File: config.mk
export PLATFORM = sky130hd
export DESIGN_NAME = pulse_mult
export DESIGN_NICKNAME = d
export VERILOG_FILES = /design/src/rtl/pulse_mult_pkg.sv /design/src/rtl/pm_edge_sync.sv /design/src/rtl/pm_ctrl.sv /design/src/rtl/pm_datapath.sv /design/src/rtl/pulse_mult.sv
export SDC_FILE = /design/constraint.sdc
export NUM_CORES = 1
export LEC_CHECK = 0
export BUFFER_PORTS_ARGS = -buffer_cell sky130_fd_sc_hd__clkbuf_2
export CORE_ASPECT_RATIO = 1.2
export CORE_MARGIN = 2
export CORE_UTILIZATION = 55
export CTS_CLUSTER_SIZE = 14
export DETAILED_ROUTE_END_ITERATION = 12
export GPL_TIMING_DRIVEN = 0
export PLACE_DENSITY = 0.75
export SLEW_MARGIN = 30
export SYNTH_ARGS = -nofsm -noshare
export SYNTH_HDL_FRONTEND = slang
export SYNTH_HIERARCHICAL = 1
export SYNTH_SLANG_ARGS = --single-unit
File: constraint.sdc
create_clock -name clk -period 4.51 [get_ports clk]
set_input_delay 0.902 -clock clk [delete_from_list [all_inputs] [get_ports clk]]
set_output_delay 0.902 -clock clk [all_outputs]
set_load 0.05 [all_outputs]
File: src/rtl/pulse_mult_pkg.sv
package pulse_mult_pkg;

  // Strobes handed from the control unit to the datapath
  typedef struct packed {
    logic restart;      // synchronized input rising edge this cycle
    logic periodStart;  // a new output period begins next cycle
    logic running;      // pulse generation enabled
  } pmStrobes_t;

  typedef enum logic [0:0] {
    PM_IDLE = 1'b0,
    PM_RUN  = 1'b1
  } pmState_t;

endpackage

File: src/rtl/pm_edge_sync.sv
module pm_edge_sync #(
  parameter int SYNC_STAGES = 2
) (
  input  logic clk,
  input  logic rst,
  input  logic asyncIn,
  output logic riseOut
);

  localparam int TOP = SYNC_STAGES - 1;

  logic [SYNC_STAGES-1:0] syncQ;
  logic                   prevQ;

  // Synchronizer chain: stage 0 takes the asynchronous input
  generate
    for (genvar i = 0; i < SYNC_STAGES; i++) begin : gStage
      if (i == 0) begin : gFirst
        always_ff @(posedge clk) begin
          if (rst) syncQ[0] <= 1'b0;
          else     syncQ[0] <= asyncIn;
        end
      end else begin : gNext
        always_ff @(posedge clk) begin
          if (rst) syncQ[i] <= 1'b0;
          else     syncQ[i] <= syncQ[i-1];
        end
      end
    end
  endgenerate

  // Remember the previous synchronized level for edge detection
  always_ff @(posedge clk) begin
    if (rst) prevQ <= 1'b0;
    else     prevQ <= syncQ[TOP];
  end

  assign riseOut = syncQ[TOP] & ~prevQ;

endmodule

File: src/rtl/pm_ctrl.sv
module pm_ctrl
  import pulse_mult_pkg::*;
(
  input  logic       clk,
  input  logic       rst,
  input  logic       riseIn,
  input  logic       wrapIn,
  output pmStrobes_t strobes
);

  pmState_t stateQ;
  pmState_t stateNext;

  // Generation is armed by the first detected edge and stays armed
  always_comb begin
    stateNext = stateQ;
    if (riseIn) stateNext = PM_RUN;
  end

  always_ff @(posedge clk) begin
    if (rst) stateQ <= PM_IDLE;
    else     stateQ <= stateNext;
  end

  always_comb begin
    strobes.running     = (stateQ == PM_RUN);
    strobes.restart     = riseIn;
    // An input edge wins over, and coincides harmlessly with, a wrap
    strobes.periodStart = riseIn | ((stateQ == PM_RUN) & wrapIn);
  end

endmodule

File: src/rtl/pm_datapath.sv
module pm_datapath
  import pulse_mult_pkg::*;
#(
  parameter int PERIOD_CNT  = 10000,
  parameter bit BINARY_WRAP = 1'b0,
  parameter int DIV_W       = 14,
  localparam int PERIOD_LEN = BINARY_WRAP ? (1 << DIV_W) : PERIOD_CNT,
  localparam int CW         = BINARY_WRAP ? DIV_W : $clog2(PERIOD_CNT),
  localparam int DW         = $clog2(PERIOD_LEN + 1)
) (
  input  logic          clk,
  input  logic          rst,
  input  pmStrobes_t    strobes,
  input  logic [DW-1:0] dutyIn,
  output logic [CW-1:0] periodCnt,
  output logic          wrapOut,
  output logic          pulseOut
);

  localparam logic [DW-1:0] DUTY_MIN = DW'(PERIOD_LEN / 10);
  localparam logic [DW-1:0] DUTY_MAX = DW'(PERIOD_LEN / 2);
  localparam logic [CW-1:0] LAST_CNT = CW'(PERIOD_LEN - 1);

  logic [CW-1:0] periodNext;
  logic [DW-1:0] dutyEff;
  logic [DW-1:0] highCnt;
  logic          highOn;

  // Period divider variant chosen at build time
  generate
    if (BINARY_WRAP) begin : gBinary
      // Wrap is the all-ones state; the increment overflows to zero itself
      assign wrapOut    = &periodCnt;
      assign periodNext = periodCnt + 1'b1;
    end else begin : gCompare
      assign wrapOut    = (periodCnt == LAST_CNT);
      assign periodNext = wrapOut ? '0 : periodCnt + 1'b1;
    end
  endgenerate

  always_ff @(posedge clk) begin
    if (rst)                      periodCnt <= '0;
    else if (strobes.periodStart) periodCnt <= '0;
    else if (strobes.running)     periodCnt <= periodNext;
  end

  // Duty clamp into the allowed window
  always_comb begin
    if (dutyIn < DUTY_MIN)      dutyEff = DUTY_MIN;
    else if (dutyIn > DUTY_MAX) dutyEff = DUTY_MAX;
    else                        dutyEff = dutyIn;
  end

  // High-time counter: starts each period high and counts high cycles
  always_ff @(posedge clk) begin
    if (rst) begin
      highOn  <= 1'b0;
      highCnt <= '0;
    end else if (strobes.periodStart) begin
      highOn  <= 1'b1;
      highCnt <= DW'(1);
    end else if (highOn) begin
      if (highCnt >= dutyEff) highOn <= 1'b0;
      else                    highCnt <= highCnt + 1'b1;
    end
  end

  assign pulseOut = highOn;

endmodule

File: src/rtl/pulse_mult.sv
module pulse_mult
  import pulse_mult_pkg::*;
#(
  parameter int PERIOD_CNT  = 10000,
  parameter bit BINARY_WRAP = 1'b0,
  parameter int DIV_W       = 14,
  parameter int SYNC_STAGES = 2,
  localparam int PERIOD_LEN = BINARY_WRAP ? (1 << DIV_W) : PERIOD_CNT,
  localparam int CW         = BINARY_WRAP ? DIV_W : $clog2(PERIOD_CNT),
  localparam int DW         = $clog2(PERIOD_LEN + 1)
) (
  input  logic          clk,
  input  logic          rst,
  input  logic          slowIn,
  input  logic [DW-1:0] dutyIn,
  output logic          pulseOut
);

  logic          riseDet;
  logic          wrapDet;
  logic [CW-1:0] periodCnt;
  pmStrobes_t    strobes;

  pm_edge_sync #(
    .SYNC_STAGES(SYNC_STAGES)
  ) uSync (
    .clk    (clk),
    .rst    (rst),
    .asyncIn(slowIn),
    .riseOut(riseDet)
  );

  pm_ctrl uCtrl (
    .clk    (clk),
    .rst    (rst),
    .riseIn (riseDet),
    .wrapIn (wrapDet),
    .strobes(strobes)
  );

  pm_datapath #(
    .PERIOD_CNT (PERIOD_CNT),
    .BINARY_WRAP(BINARY_WRAP),
    .DIV_W      (DIV_W)
  ) uDp (
    .clk      (clk),
    .rst      (rst),
    .strobes  (strobes),
    .dutyIn   (dutyIn),
    .periodCnt(periodCnt),
    .wrapOut  (wrapDet),
    .pulseOut (pulseOut)
  );

endmodule

==> results of run 1 <==
==> registers in the layout (all words and copies together), names as in the netlist <==
name / flops
uCtrl/stateQ: 1
uDp/highCnt: 14
uDp/periodCnt: 14
uSync/syncQ: 2
uDp/pulseOut: 1
uSync/prevQ: 1
==> per-stage QoR <==
step           power, uW  hold slack (ns)  setup WS, ns    util
2_1_floorplan      339.2           0.4138        0.6347       -
3_3_place_gp       358.0           0.4234        0.3056  0.6220
3_5_place_dp       359.1           0.4312        0.2628  0.6220
4_1_cts            645.7           0.4518        0.5704  0.6562
5_1_grt            666.7           0.4686        0.3537  0.6562
6_report           637.7           0.4462        0.5212  0.6562
==> power by group <==
part           leakage [uW]  switching [uW]  internal (uW)
sequential         0.000267            2.31            295
clock             0.0000585             105            180
combinational      0.000514            32.6           22.9
total              0.000839             140            498
==> area by class of cell <==
type | count | area, sq um
inverters | 10 | 37.54
fillers | 300 | 1167
clock buffers | 7 | 86.33
well taps | 37 | 46.29
repair buffers | 17 | 85.08
flip-flops and latches | 33 | 660.6
multi-input cells | 187 | 1231
plain buffers | 8 | 51.30
clock inverters | 1 | 30.03
==> worst max-delay path by stage <==
| stage | from | endpoint | slack, ns | depth (start not counted) |
|---|---|---|---|---|
| floorplan | dutyIn[13] | uDp/highCnt[11] | 0.63 | 12 |
| global placement | dutyIn[13] | uDp/highCnt[2] | 0.31 | 13 |
| detailed placement | dutyIn[13] | uDp/highCnt[11] | 0.26 | 13 |
| CTS | dutyIn[13] | uDp/highCnt[11] | 0.57 | 13 |
| global route | dutyIn[4] | uDp/highCnt[3] | 0.35 | 14 |
| finish | dutyIn[13] | uDp/highCnt[9] | 0.52 | 13 |
==> worst register-to-register path: stages, from the launching register on <==
cell and delay, ns:
dfxtp_1 0.36, ha_1 0.32, and4_1 0.25, nand3_1 0.13, a311oi_2 0.48, buf_2 0.30
buf_2 0.24, o21ai_0 0.14, a21oi_1 0.15
==> layer usage <==
metal	track usage	routed length (um)	up-vias
met4	0.08333	66	0
met3	0.05410	203	7
li1	-	-	927
met2	0.4123	2245	43
met1	0.2410	1810	831
met5	0	0	-
==> reports/metrics.csv, run 1 <==
metric,value,unit
kind of cell adding the most delay to the critical path,simple AND/OR/NAND/NOR gates,
Worst-Margin Slew,0.5771,ns
Relative slew margins,0.6117,
Resized Gates After CTS,0,
Post-CTS Hold Buffers,0,
Hold Path Origin,uSync/syncQ[0],
via count,1808,
required time worst endpoint,4.73,ns
Final Slew Violations,0,
clk root buf,clkbuf_8,
global-route wire length before repair,7120,um
clk_lat worst skew,0.29,ns
Total Die Area,0.004099,sq mm
buffers plus inverters on the worst setup path,2,
Starting Density,0.5833,
synthesis warning total,6,
final non-filler cell area,0.002228,sq mm
Worst Hold Depth,1,
Total Wirelength,4326,um
Final min period,3.989,ns
Peak Freq,250.7,MHz
CP max stage cell,or4_1,
routed wire length per instance,14.42,um
crit path capture type,register,
global-route usage over all layers,0.2258,
WS Path Type,in -> reg,
top-level port count,18,
diodes inserted,0,
"most common cell after layout, fill and taps aside",dfxtp_1,
initial DRC count,81,
share of cells above drive strength 1,0.1217,
CP peak stage delay,0.40,ns
H-tree lvl count,2,
nets@finish,295,
cells along the critical path,clkbuf_2 > or3_1 > nor4_1 > a21oi_1 > nor2b_1 > nor2b_1 > ha_1 > a21o_1 > a211o_1 > a2111o_1 > buf_6 > or4_1 > a21oi_1,
clk buf depth,2,
violated checks,design-rule violations,
setup bufs post-CTS,0,
I/O Buffers,17,
mapped cell area,0.001981,sq mm
Final Setup Violations,0,
Core Area,0.003396,sq mm
vias in the first global route,1711,
worst min path class,reg -> reg,
critical path arrival,4.20,ns
Vias/cell,6.027,
Die X,58.78,um
LEAKAGE,0.0008393,uW
power per cell area,286.2,mW/mm^2
CP Launch Type,primary input,
Final Hold Vio Count,0,
status,"complete, but fails checks",
pin count of the biggest net entering global routing,11,
Cell Rows,23,
Syn Area/Cell,8.322,sq um
synth-to-layout area growth,12.51,%
r2r startpoint,uDp/highCnt[11],
Post-Layout Cell Count,300,
reg2reg setup slack,2.08,ns
Congestion Overflow GR,0,
antenna violations before repair,0,
post-placement cell count,292,
HPWL after DPL,3286,um
MaxCap Viol Count,0,
CTS Sinks,33,
RSZ-0062 raised after global routing,no,
"Reg clk slew, reported paths",0.07,ns
die height,69.74,um
"Net Count, Synth",271,
reg2reg end,uDp/highCnt[1],
TNS Setup,0,ns
ANT nets after route,0,
TritonCTS clock tree,built,
gp weighted congestion,0.7612,
post-place instance area,0.002112,sq mm
Worst R2R Path Depth,8,
"commonest non-fill, non-tap cells in the layout","dfxtp_1 (33), nor2_1 (25), a21oi_1 (18), clkbuf_2 (17), nand2_1 (17)",
first drt pass iteration count,8,
drt drc,2,
Hold Path End,uSync/syncQ[1],
clk_skew,0.009154,ns
peak supply drop,0.2402,mV
crit-path max FO,10,
crit share post-route,0.8844,
CTS buffer count,5,
Post-Syn Instances,238,
No activity file was read; power rests on OpenSTA's default activity.
==> run 2: changes to the inputs <==
- PLACE_DENSITY: 0.75 -> 0.81
==> reports/metrics.csv, run 2 (synthesis gave the netlist of run 1 again) <==
metric,value,unit,change
status,"complete, but fails checks",,unchanged
violated checks,design-rule violations,,unchanged
nets@finish,295,,unchanged
die height,69.74,um,unchanged
I/O Buffers,17,,unchanged
dpl ws,0.1952,ns,was 0.2628 ns
final non-filler cell area,0.002228,sq mm,unchanged
r2r startpoint,uDp/highCnt[11],,unchanged
Final Setup Violations,0,,unchanged
Relative slew margins,0.6299,,was 0.6117
TNS Setup,0,ns,unchanged
Core Area,0.003396,sq mm,unchanged
Largest regs,"uDp/highCnt (14), uDp/periodCnt (14), uSync/syncQ (2)",,unchanged
synth-to-layout area growth,12.51,%,unchanged
Vias/cell,6.140,,was 6.027
clk_skew,0.01024,ns,was 0.009154 ns
routed wire length per instance,14.46,um,was 14.42 um
ANT nets after route,0,,unchanged
CTS buffer count,5,,unchanged
worst min path class,reg -> reg,,unchanged
post-placement cell count,292,,unchanged
Hold Path Origin,uSync/syncQ[0],,unchanged
reg2reg setup slack,2.02,ns,was 2.08 ns
Worst R2R Path Depth,8,,unchanged
Peak Freq,248.0,MHz,was 250.7 MHz
required time worst endpoint,4.72,ns,was 4.73 ns
TritonCTS clock tree,built,,unchanged
clk_lat worst skew,0.28,ns,was 0.29 ns
Congestion Overflow GR,0,,unchanged
WS Path Type,in -> reg,,unchanged
antenna violations before repair,0,,unchanged
pin count of the biggest net entering global routing,11,,unchanged
Starting Density,0.5833,,unchanged
Crit. Startpoint,dutyIn[4],,was dutyIn[13]
setup bufs post-CTS,0,,unchanged
Util after Layout,0.6562,,unchanged
diodes inserted,0,,unchanged
Worst Hold Depth,1,,unchanged
CP Launch Type,primary input,,unchanged
Die X,58.78,um,unchanged
MaxCap Viol Count,0,,unchanged
global-route usage over all layers,0.2204,,was 0.2258
first drt pass iteration count,8,,unchanged
power per cell area,287.0,mW/mm^2,was 286.2 mW/mm^2
peak supply drop,0.2376,mV,was 0.2402 mV
Final Hold Vio Count,0,,unchanged
CTS Sinks,33,,unchanged
Worst Slack Setup Final,0.4784,ns,was 0.5212 ns
Final min period,4.032,ns,was 3.989 ns
Post-Layout Cell Count,300,,unchanged
via count,1842,,was 1808
Post-CTS Hold Buffers,0,,unchanged
Resized Gates After CTS,0,,unchanged
top-level port count,18,,unchanged
RSZ-0062 raised after global routing,no,,unchanged
Worst-Margin Slew,0.5551,ns,was 0.5771 ns
Total Wirelength,4339,um,was 4326 um
Final Slew Violations,0,,unchanged
"most common cell after layout, fill and taps aside",dfxtp_1,,unchanged
crit share post-route,0.8939,,was 0.8844
crit path capture type,register,,unchanged
clk root buf,clkbuf_8,,unchanged
H-tree lvl count,2,,unchanged
share of cells above drive strength 1,0.1217,,unchanged
LEAKAGE,0.0008393,uW,unchanged
"Reg clk slew, reported paths",0.07,ns,about the same
vias in the first global route,1710,,was 1711
critical path arrival,4.24,ns,was 4.20 ns
initial DRC count,79,,was 81
clk buf depth,2,,unchanged
drt drc,3,,was 2
crit-path max FO,10,,unchanged
global-route wire length before repair,7148,um,was 7120 um
Cell Rows,23,,unchanged
Total Die Area,0.004099,sq mm,unchanged
"commonest non-fill, non-tap cells in the layout","dfxtp_1 (33), nor2_1 (25), a21oi_1 (18), clkbuf_2 (17), nand2_1 (17)",,unchanged
gp weighted congestion,0.9143,,was 0.7612
HPWL after DPL,3339,um,was 3286 um
post-place instance area,0.002112,sq mm,unchanged
## run 2: cell counts in the layout (fill, tap and decap cells not counted)
No cell type changed its count.
## run 2: through the flow
stage | total power, uW | hold WS, ns
2_1_floorplan | 339.2 | 0.4138
4_1_cts | 644.1 | 0.4378
3_5_place_dp | 359.5 | 0.4218
3_3_place_gp | 357.8 | 0.4152
5_1_grt | 663.2 | 0.4714
6_report | 639.6 | 0.4381
## run 2: metal layers
layer | GRT usage | share of wire
met4 | 0.09091 | 0.014
met1 | 0.2418 | 0.42
met5 | 0 | 0
met2 | 0.3975 | 0.53
met3 | 0.04291 | 0.034
## run 2: power by group
group          internal, uW  switching [uW]
combinational          23.0            32.6
sequential              295            2.40
clock                   180             107
total                   498             142
## run 2: area by class of cell
| type | instances | area (sq um) |
|---|---|---|
| sequential | 33 | 660.6 |
| fill | 304 | 1167 |
| inverter | 10 | 37.54 |
| tap | 37 | 46.29 |
| clock inverter | 1 | 30.03 |
| timing repair buffer | 17 | 85.08 |
| multi-input combinational | 187 | 1231 |
| clock buffer | 7 | 86.33 |
| buffer | 8 | 51.30 |
## run 2: worst paths after layout
path / end
min: uSync/syncQ[1]
min reg2reg: uSync/syncQ[1]
max: uDp/highCnt[0]
max reg2reg: uDp/highCnt[0]
## run 2: critical path, cell delays in order
cell	delay, ns
clkbuf_2	0.11
nor4_1	0.28
nand3b_1	0.13
a21oi_1	0.34
nor2b_1	0.37
nand2_1	0.12
ha_1	0.31
nand4_1	0.14
o21bai_1	0.22
a311oi_2	0.50
buf_2	0.30
buf_2	0.24
o21ai_0	0.13
a31oi_1	0.16
==> run 3: changes to the inputs <==
- ABC_AREA: default -> 0
- CORE_ASPECT_RATIO: 1.2 -> 1.1
==> reports/metrics.csv, run 3 (synthesis gave the netlist of run 1 again) <==
metric,value,unit,change
clk root buf,clkbuf_4,,was clkbuf_8
RSZ-0062 raised after global routing,no,,unchanged
Total Wirelength,4052,um,was 4339 um
CTS Sinks,33,,unchanged
Final Setup Violations,0,,unchanged
power share of the clock group,0.391,,was 0.448
Pint,450.0,uW,was 498.0 uW
kind of cell adding the most delay to the critical path,simple AND/OR/NAND/NOR gates,,was compound AO/OA/AOI/OAI gates
CP Launch Type,primary input,,unchanged
clk buf depth,2,,unchanged
pin count of the biggest net entering global routing,11,,unchanged
antenna violations before repair,0,,unchanged
combinational power share,0.094,,was 0.087
crit-path max FO,10,,unchanged
H-tree lvl count,2,,unchanged
vias in the first global route,1653,,was 1710
I/O Buffers,17,,unchanged
Worst-Margin Slew,0.5131,ns,was 0.5551 ns
Congestion Overflow GR,0,,unchanged
"Reg clk slew, reported paths",0.09,ns,was 0.07 ns
Vias/cell,5.698,,was 6.140
Resized Gates After CTS,0,,unchanged
clk_lat worst skew,0.32,ns,was 0.28 ns
CTS buffer count,5,,unchanged
TNS Setup,0,ns,unchanged
global-route wire length before repair,6934,um,was 7148 um
Final Slew Violations,0,,unchanged
synth-to-layout area growth,11.62,%,was 12.51%
crit path capture type,register,,unchanged
ANT nets after route,0,,unchanged
LEAKAGE,0.0008264,uW,was 0.0008393 uW
clk_skew,0.009225,ns,was 0.01024 ns
buffers plus inverters on the worst setup path,2,,was 3
die height,66.94,um,was 69.74 um
critical path arrival,4.20,ns,was 4.24 ns
Final Hold Vio Count,0,,unchanged
gp weighted congestion,0.8852,,was 0.9143
MaxCap Viol Count,0,,unchanged
Cell Rows,22,,was 23
Post-Layout Cell Count,311,,was 300
Hold Path Origin,uSync/syncQ[0],,unchanged
first drt pass iteration count,4,,was 8
top-level port count,18,,unchanged
Post-CTS Hold Buffers,0,,unchanged
Largest regs,"uDp/highCnt (14), uDp/periodCnt (14), uSync/syncQ (2)",,unchanged
routed wire length per instance,13.03,um,was 14.46 um
Starting Density,0.5850,,was 0.5833
"commonest non-fill, non-tap cells in the layout","dfxtp_1 (33), nor2_1 (25), a21oi_1 (18), clkbuf_2 (17), nand2_1 (17)",,unchanged
sw frac,0.2206,,was 0.2214
global-route usage over all layers,0.2245,,was 0.2204
Final min period,3.951,ns,was 4.032 ns
drt drc,0,,was 3
TritonCTS clock tree,built,,unchanged
via count,1772,,was 1842
worst min path class,reg -> reg,,unchanged
power per cell area,261.2,mW/mm^2,was 287.0 mW/mm^2
Relative slew margins,0.6579,,was 0.6299
Peak Freq,253.1,MHz,was 248.0 MHz
share of cells above drive strength 1,0.1217,,unchanged
peak supply drop,0.2464,mV,was 0.2376 mV
nets@finish,295,,unchanged
r2r startpoint,uDp/highCnt[11],,unchanged
crit share post-route,0.8760,,was 0.8939
CP peak stage delay,0.40,ns,was 0.50 ns
Die X,61.22,um,was 58.78 um
"most common cell after layout, fill and taps aside",dfxtp_1,,unchanged
setup bufs post-CTS,0,,unchanged
sequential share of power,0.515,,was 0.465
post-placement cell count,303,,was 292
cells along the critical path,clkbuf_2 > or3_1 > nor4_1 > a21oi_1 > nor2b_1 > nor2b_1 > ha_1 > a21o_1 > a211o_1 > a2111o_1 > buf_6 > or4_1 > a21oi_1,,was clkbuf_2 > nor4_1 > nand3b_1 > a21oi_1 > nor2b_1 > nand2_1 > ha_1 > nand4_1 > o21bai_1 > a311oi_2 > buf_2 > buf_2 > o21ai_0 > a31oi_1
initial DRC count,61,,was 79
status,completed,,"was complete, but fails checks"
NetSw,127.4,uW,was 141.6 uW
WS Path Type,in -> reg,,unchanged
HPWL after DPL,3129,um,was 3339 um
CP max stage cell,or4_1,,was a311oi_2
Core Area,0.003386,sq mm,was 0.003396 sq mm
Crit. Startpoint,dutyIn[13],,was dutyIn[4]
Util after Layout,0.6530,,was 0.6562
required time worst endpoint,4.76,ns,was 4.72 ns
diodes inserted,0,,unchanged
Total Die Area,0.004098,sq mm,was 0.004099 sq mm
-- run 3: per-layer routing --
metal  global-route usage  wire [um]
met2               0.3604       1778
met3              0.03689        178
met5                    0          0
met4              0.07880         65
met1               0.2987       2030
-- run 3: final cells by class --
type,instances,area [sq um]
Timing Repair Buffer,17,85.08
Fill cell,299,1175
Buffer,8,51.30
Clock inverter,1,30.03
Tap cell,48,60.06
Multi-Input combinational cell,187,1231
Clock buffer,7,55.05
Inverter,10,37.54
Sequential cell,33,660.6
-- run 3: power by group through the flow --
stage	clock network, uW	logic [uW]	registers, uW
after floorplan	0	34.0	305
after global placement	0	53.6	304
after detailed placement	0	54.5	304
after CTS	233	54.8	297
after global routing	242	62.5	298
final	226	54.6	297
-- run 3: final timing paths --
check | depth (start not counted) | to | slack [ns]
hold reg to reg | 1 | uSync/syncQ[1] | 0.45
setup / recovery | 13 | uDp/highCnt[9] | 0.56
setup reg to reg | 8 | uDp/highCnt[0] | 2.04
hold / removal | 1 | uSync/syncQ[1] | 0.45
-- run 3: per-stage QoR --
step                area (sq um)  hold slack (ns)  setup slack, ns  total power (uW)
floorplan                   1981           0.4138           0.6347             339.2
CTS                         2211           0.4559           0.5883             585.5
detailed placement          2126           0.4355           0.2509             358.6
global route                2211           0.4761           0.3027             602.2
finish                      2211           0.4515           0.5592             577.4
global placement            2126           0.4251           0.2417             357.6
